**config.mk**
```make
export PLATFORM = sky130hd
export DESIGN_NAME = cop_watchdog
export DESIGN_NICKNAME = d
export VERILOG_FILES = /design/src/rtl/cop_pkg.sv /design/src/rtl/cop_bus_decode.sv /design/src/rtl/cop_prescaler.sv /design/src/rtl/cop_timeout.sv /design/src/rtl/cop_watchdog.sv
export SDC_FILE = /design/constraint.sdc
export NUM_CORES = 1
export LEC_CHECK = 0
export BUFFER_PORTS_ARGS = -buffer_cell sky130_fd_sc_hd__buf_2
export CAP_MARGIN = 5
export CORE_MARGIN = 3
export CORE_UTILIZATION = 35
export CTS_BUF_LIST = sky130_fd_sc_hd__clkbuf_8
export CTS_CLUSTER_DIAMETER = 200
export CTS_CLUSTER_SIZE = 10
export DETAILED_ROUTE_END_ITERATION = 8
export PLACE_DENSITY = 0.64
export SLEW_MARGIN = 20
export SYNTH_ARGS = -nofsm -noshare
export SYNTH_HDL_FRONTEND = slang
export SYNTH_SLANG_ARGS = --single-unit
```
**constraint.sdc**
```tcl
create_clock -name clk -period 5.1 [get_ports clk]
set_input_delay 0.51 -clock clk [delete_from_list [all_inputs] [get_ports clk]]
set_output_delay 0.51 -clock clk [all_outputs]
set_load 0.01 [all_outputs]
```
**src/rtl/cop_pkg.sv**
```systemverilog
package cop_pkg;
  localparam logic [15:0] SERVICE_ADDR = 16'hFFFF;
  localparam logic [14:0] VECTOR_PAGE  = 15'h7FFF; // 0xFFFE and 0xFFFF
endpackage

```
**src/rtl/cop_bus_decode.sv**
```systemverilog
module cop_bus_decode
  import cop_pkg::*;
(
  input  logic [15:0] bus_addr,
  input  logic        bus_rd,
  input  logic        bus_wr,
  input  logic        vec_fetch,
  output logic        service,
  output logic        vec_clear,
  output logic        vec_read
);
  logic hit_top;
  assign hit_top   = (bus_addr == SERVICE_ADDR);
  assign service   = bus_wr & hit_top;
  assign vec_read  = bus_rd & hit_top;
  assign vec_clear = vec_fetch & (bus_addr[15:1] == VECTOR_PAGE);
endmodule

```
**src/rtl/cop_prescaler.sv**
```systemverilog
module cop_prescaler #(
  parameter int PRESCALE_W = 4
) (
  input  logic clk,
  input  logic rst_n,
  input  logic clr,
  input  logic en,
  output logic tick
);
  logic [PRESCALE_W-1:0] pre_q;

  always_ff @(posedge clk or negedge rst_n) begin
    if (!rst_n)          pre_q <= '0;
    else if (clr || !en) pre_q <= '0;
    else                 pre_q <= pre_q + 1'b1;
  end

  assign tick = en & ~clr & (&pre_q);
endmodule

```
**src/rtl/cop_timeout.sv**
```systemverilog
module cop_timeout #(
  parameter int SHORT_EXP = 13,
  parameter int LONG_EXP  = 18
) (
  input  logic clk,
  input  logic rst_n,
  input  logic clr,
  input  logic tick,
  input  logic sel_long,
  output logic expire
);
  localparam logic [LONG_EXP-1:0] SHORT_LAST = LONG_EXP'((64'd1 << SHORT_EXP) - 1);
  localparam logic [LONG_EXP-1:0] LONG_LAST  = '1;

  logic [LONG_EXP-1:0] cnt_q;
  logic [LONG_EXP-1:0] last;

  assign last   = sel_long ? LONG_LAST : SHORT_LAST;
  assign expire = tick & ~clr & (cnt_q >= last);

  always_ff @(posedge clk or negedge rst_n) begin
    if (!rst_n)    cnt_q <= '0;
    else if (clr)  cnt_q <= '0;
    else if (tick) cnt_q <= cnt_q + 1'b1;
  end
endmodule

```
**src/rtl/cop_watchdog.sv**
```systemverilog
module cop_watchdog #(
  parameter int          PRESCALE_W = 4,
  parameter int          SHORT_EXP  = 13,
  parameter int          LONG_EXP   = 18,
  parameter logic [7:0]  VEC_LO     = 8'h00
) (
  input  logic        clk,
  input  logic        rst_n,
  input  logic [15:0] bus_addr,
  input  logic        bus_rd,
  input  logic        bus_wr,
  input  logic        vec_fetch,
  input  logic        cfg_disable,
  input  logic        cfg_long,
  input  logic        monitor_mode,
  output logic [7:0]  rd_data,
  output logic        rd_valid,
  output logic        cop_reset
);
  logic service, vec_clear, vec_read;
  logic active, self_clr, tick, expire;
  logic reset_q, rdv_q;

  cop_bus_decode u_dec (
    .bus_addr (bus_addr),
    .bus_rd   (bus_rd),
    .bus_wr   (bus_wr),
    .vec_fetch(vec_fetch),
    .service  (service),
    .vec_clear(vec_clear),
    .vec_read (vec_read)
  );

  assign active   = ~cfg_disable & ~monitor_mode;
  assign self_clr = reset_q;

  cop_prescaler #(.PRESCALE_W(PRESCALE_W)) u_pre (
    .clk  (clk),
    .rst_n(rst_n),
    .clr  (self_clr | vec_clear),
    .en   (active),
    .tick (tick)
  );

  cop_timeout #(.SHORT_EXP(SHORT_EXP), .LONG_EXP(LONG_EXP)) u_cnt (
    .clk     (clk),
    .rst_n   (rst_n),
    .clr     (self_clr | ~active | service),
    .tick    (tick),
    .sel_long(cfg_long),
    .expire  (expire)
  );

  always_ff @(posedge clk or negedge rst_n) begin
    if (!rst_n) begin
      reset_q <= 1'b0;
      rdv_q   <= 1'b0;
    end else begin
      reset_q <= expire;
      rdv_q   <= vec_read;
    end
  end

  assign cop_reset = reset_q;
  assign rd_valid  = rdv_q;
  assign rd_data   = rdv_q ? VEC_LO : 8'h00;
endmodule

```
### Yosys cells after proc, flatten, opt, wreduce, memory -nomap -nowiden

Cells that the tools add are included.

* flip-flop bits (word level): 24
* input port bits: 24
* output and inout port bits: 10
* word-level logic and storage cells: 33

* $add $sub $neg: 2
* magnitude comparators: 1
* eq/ne operators: 2
* muxes and demuxes: 4
* bitwise gates (word level): 16
* reductions and logical operators: 4

Operators with widths (count)
* two-way mux 18 bit: 3
* adder 18 x 1 -> 18 bit, second input constant: 1
* >= comparator 18 bit: 1
* equality test 16 bit, second input constant: 1
* equality test 15 bit, second input constant: 1
* bitwise AND 1 bit: 8
* inverter 1 bit: 5
* adder 4 x 1 -> 4 bit, second input constant: 1
* two-way mux 4 bit: 1
* AND reduction 4 bit: 1
* bitwise OR 1 bit: 3
* nonzero test 2 bit: 1
* zero test 1 bit: 1
* logical OR 1 bit: 1

### Logic depth before layout (Yosys ltp)

* depth after elaboration: 8
* depth in mapped cells: 7
* depth with buffers taken out: 6

### Hierarchy

From an unflattened synthesis, not the netlist that was laid out.

* cell total of the unflattened synthesis: 147
* area, all modules: 1411.4 µm²

By module, submodules not included
* cop_timeout: instances 1, cells each 108, area an instance 1039.7 µm², sequential area each 450.4 µm²
* cop_prescaler: instances 1, cells each 17, area an instance 183.9 µm², sequential area each 100.1 µm²
* cop_watchdog: instances 1, cells each 14, area an instance 131.4 µm², sequential area each 50.0 µm²
* cop_bus_decode: instances 1, cells each 8, area an instance 56.3 µm², sequential area each 0.0 µm²

### Least setup slack after synthesis

No wires, ideal clock.

* path kind: input to register
* start point: input bus_addr[9]
* end point: register u_cnt.cnt_q[11]
* library setup time: 0.130 ns
* data arrival time: 1.693 ns
* required time: 4.970 ns
* setup slack: 3.277 ns
* stages: 5
* buffers on the path: 1
* cell sequence: nand4_1 or4_1 o21ai_2 buf_4 a21oi_1

* longest elaborated chain between the ends: 7
* elaborated cells on any way between the ends: 11
* those cells by class: eq/ne: 2; mux: 1; bitwise: 7; reduce/logical: 1

RTL lines
* start, declared: line cop_watchdog.sv:9 `input logic [15:0] bus_addr,`
* equality test 15 bit: line cop_bus_decode.sv:16 `assign vec_clear = vec_fetch & (bus_addr[15:1] == VECTOR_PAGE);`
* bitwise AND 1 bit: line cop_bus_decode.sv:16
* bitwise OR 1 bit: line cop_watchdog.sv:40 `.clr (self_clr | vec_clear),`
* inverter 1 bit: line cop_prescaler.sv:18 `assign tick = en & ~clr & (&pre_q);`
* bitwise AND 1 bit (2 in a row): line cop_prescaler.sv:18
* nonzero test 2 bit (no source line)
* end signal, assigned: line cop_timeout.sv:24 `else if (tick) cnt_q <= cnt_q + 1'b1;`
* end, declared: line cop_timeout.sv:15 `logic [LONG_EXP-1:0] cnt_q;`

Several ways; a longest one is shown, not always the timed one.
A chain may end at the register's enable or synchronous reset.

### Worst setup path after layout

* start point: input bus_addr[8]
* end point: register reset_q, in the netlist cop_reset

* longest elaborated chain between the ends: 8
* elaborated cells on any way between the ends: 12
* those cells by class: eq/ne: 2; bitwise: 10

RTL lines
* equality test 15 bit: line cop_bus_decode.sv:16
* bitwise AND 1 bit: line cop_bus_decode.sv:16
* bitwise OR 1 bit: line cop_watchdog.sv:40
* inverter 1 bit: line cop_prescaler.sv:18
* bitwise AND 1 bit (2 in a row): line cop_prescaler.sv:18
* bitwise AND 1 bit (*) (2 in a row): line cop_timeout.sv:19 `assign expire = tick & ~clr & (cnt_q >= last);`
* via expire: line cop_watchdog.sv:21 `logic active, self_clr, tick, expire;`
* end signal, assigned: line cop_watchdog.sv:59 `reset_q <= expire;`
* end, declared: line cop_watchdog.sv:22 `logic reset_q, rdv_q;`

The timed path passes the listed nets; every way through them passes the cells marked *.

==> metrics <==
status=completed; Layout Nets=between 200 and 250; clk sinks=24; Post-CTS Resized=0; Slew HR=42.5%; Async SR Flop Fraction=100%; sw frac=about 22%; gr usage total=between 10% and 20%; Min-Delay Path Class=primary input to async pin; CP Launch Type=primary input; Post-CTS Hold Fix Bufs=0; critical path class=primary input to register; Primary FF master, synth=dfrtp_1; die area=about 5200 µm²; Layout area overhead=13.2%; Critical Path AT=roughly 2.2 ns; Post-Synth Adder-Cell Area=under 10%; library cells used by synthesis=31; clk_skew=around 0.0022 ns; first-pass GRT wire length=5.84 mm; number of flops mapped to enable cells by yosys=0; power after layout=346 µW; share of the synthesized area in the top cell type=between 30% and 40%; HPWL after detailed placement=approximately 2.5 mm; sequential share of power=about 55%; TNS Setup=0 ns; FF+latch count, synth=24; P_leak=0.730 nW; TritonRoute pass-1 iters=4; WP data required=5.21 ns; CTS max path bufs=2; final worst path period share=40.1%; CTS root buffer=clkbuf_8; syn avg cell area=approximately 9.3 µm²; worst-skew pair later-pin latency=about 0.26 ns; xor/xnor cell area share of the yosys netlist=1.15%; DR iter-0 viols=84; power per cell area=approximately 200 nW/µm²; clock-pin slew on the worst setup and hold paths=approximately 0.090 ns; Post-synth top cells=24 x dfrtp_1, 19 x a21oi_1, 17 x or4_1; CTS buffer count=3; # IOs=34; row cnt=23; dominant cells by area after synthesis=dfrtp_1 40%, or4_1 8.4%, o31ai_1 7.4%; compound-cell area share of the yosys netlist=around 18%; register area share after synthesis=around 40%; fin. max-slew vios=0; Worst Reg-to-Reg Cells=5; Ys Warns=0; mux share of post-synthesis cell area=0%; largest family of logic cells by synthesized area=simple AND/OR/NAND/NOR gates; Post-Syn Instances=163; most common cell in the netlist=dfrtp_1; CTS tree=built; Max-Cap Viols=0; fin crit period=slightly above 2 ns; largest net degree at the start of global routing=25; Clock power frac=between 30% and 40%; die width=a little over 70 µm; number of global-route vias before repair=~1300; worst-path fanout max=19; layout cells sized above 1=between 10% and 20%; WL per Instance=~14 µm; Final Hold Violating Endpoints=0; Port Buffers=25; post-route ant nets=0; H-Tree Depth=1; core area=4090 µm²; Setup crit end kind=register; Logic pwr share=7.9%; f_max=roughly 500 MHz; gr ovfl total=0; sw power=approximately 77 µW; Mapped Area=between 1500 and 2000 µm²; fin area=between 1500 and 2000 µm²; unrepaired setup endpoints after global routing=no; final setup vio count=0; DRC=0; initial antenna violation count=0; overall routed net length=around 3.4 mm; P_int=269 µW; n_diodes=0; Placed Area=~1700 µm²; Worst-Margin Slew=roughly 0.86 ns; Initial Utilization=37.2%; Placer Congestion=just over 0.8; VDD IR max=between 0.1 and 0.15 mV; Vias per Instance=roughly 5.7; detailed-route via count=1340; post-CTS setup buffer count=0; dominant cell type by area after synthesis=dfrtp_1; die height=between 70 and 80 µm; Simple-Gate Fraction of Synth Area=28.6%
==> layout make-up <==
cell class / count / area [µm²]
repair buffers: 27 / 140
well taps: 50 / 62.6
clock buffers: 4 / 55.1
multi-input cells: 128 / 847
flip-flops and latches: 24 / 601
inverters: 4 / 15.0
fillers: 421 / 2370
==> kinds of logic after synthesis <==
group           Yosys count
simple gates             68
compound gates           43
buf+inv                  18
other cells               1
xor+xnor                  2
fa+ha+maj                 7
flops                    24
==> state kept, by name, indices dropped and copies added (netlist names) <==
name         cells
cop_reset        1
u_pre.pre_q      4
rd_valid         1
u_cnt.cnt_q     18
==> layout by cell type, fill, tap and decap left out <==
cell type	instances
a211o_1	1
a21o_1	1
a21oi_1	19
and2_1	4
and3_1	3
and4_1	3
buf_2	25
buf_4	2
clkbuf_8	4
conb_1	8
dfrtp_1	24
ha_1	7
inv_1	4
nand2_1	8
nand3_1	9
nand4_1	12
nand4_2	2
nor2_1	4
nor3_1	1
nor3_4	1
nor4_1	1
nor4_2	1
o211ai_1	1
o21a_1	1
o21ai_0	3
o21ai_2	1
o31a_1	1
o31ai_1	15
or3_1	2
or4_1	17
xnor2_1	1
xor2_1	1
==> power by group through the flow <==
stage | clock, mW | sequential (mW) | combinational, mW
after floorplan | 0 | 0.195 | 0.0156
after global placement | 0 | 0.195 | 0.0273
after detailed placement | 0 | 0.195 | 0.0275
after CTS | 0.133 | 0.191 | 0.0275
after global routing | 0.141 | 0.192 | 0.0312
final | 0.128 | 0.191 | 0.0274
==> critical path: stages <==
cell	delay (ns)
buf_2	0.08
nand4_1	0.17
or4_1	0.56
o21ai_2	0.70
nor3_1	0.13
==> through the flow <==
step / worst slack [ns] / hold slack [ns] / util [%] / instances
after floorplan: 3.28 / 0.214 / - / 170
after global placement: 2.83 / 0.455 / 40.8 / 233
after detailed placement: 2.81 / 0.455 / 40.8 / 233
after CTS: 3.09 / 0.248 / 42.1 / 237
after global routing: 2.95 / 0.266 / 42.1 / 237
final: 3.06 / 0.228 / 42.1 / 237
==> per-layer routing <==
layer | track usage (%) | up-vias | wire [µm]
met5 | 0 | - | 0
met1 | 19.1 | 648 | 1630
met3 | 0.970 | 2 | 64
li1 | - | 674 | -
met4 | 3.55 | 0 | 29
met2 | 22.9 | 16 | 1650
==> path summary, 6_finish.rpt <==
check | start | to | slack [ns]
hold reg to reg | u_pre.pre_q[0]$_DFF_PN0_ | u_pre.pre_q[0]$_DFF_PN0_ | 0.46
min in group clk | u_pre.pre_q[0]$_DFF_PN0_ | u_pre.pre_q[0]$_DFF_PN0_ | 0.46
max in group asynchronous | rst_n | u_pre.pre_q[3]$_DFF_PN0_ | 4.50
setup reg to reg | u_pre.pre_q[0]$_DFF_PN0_ | u_cnt.cnt_q[15]$_DFFE_PN0P_ | 3.18
setup / recovery | bus_addr[8] | cop_reset$_DFF_PN0_ | 3.06
hold / removal | rst_n | u_cnt.cnt_q[11]$_DFFE_PN0P_ | 0.23
Note: power is estimated with default switching activity, not from simulation.
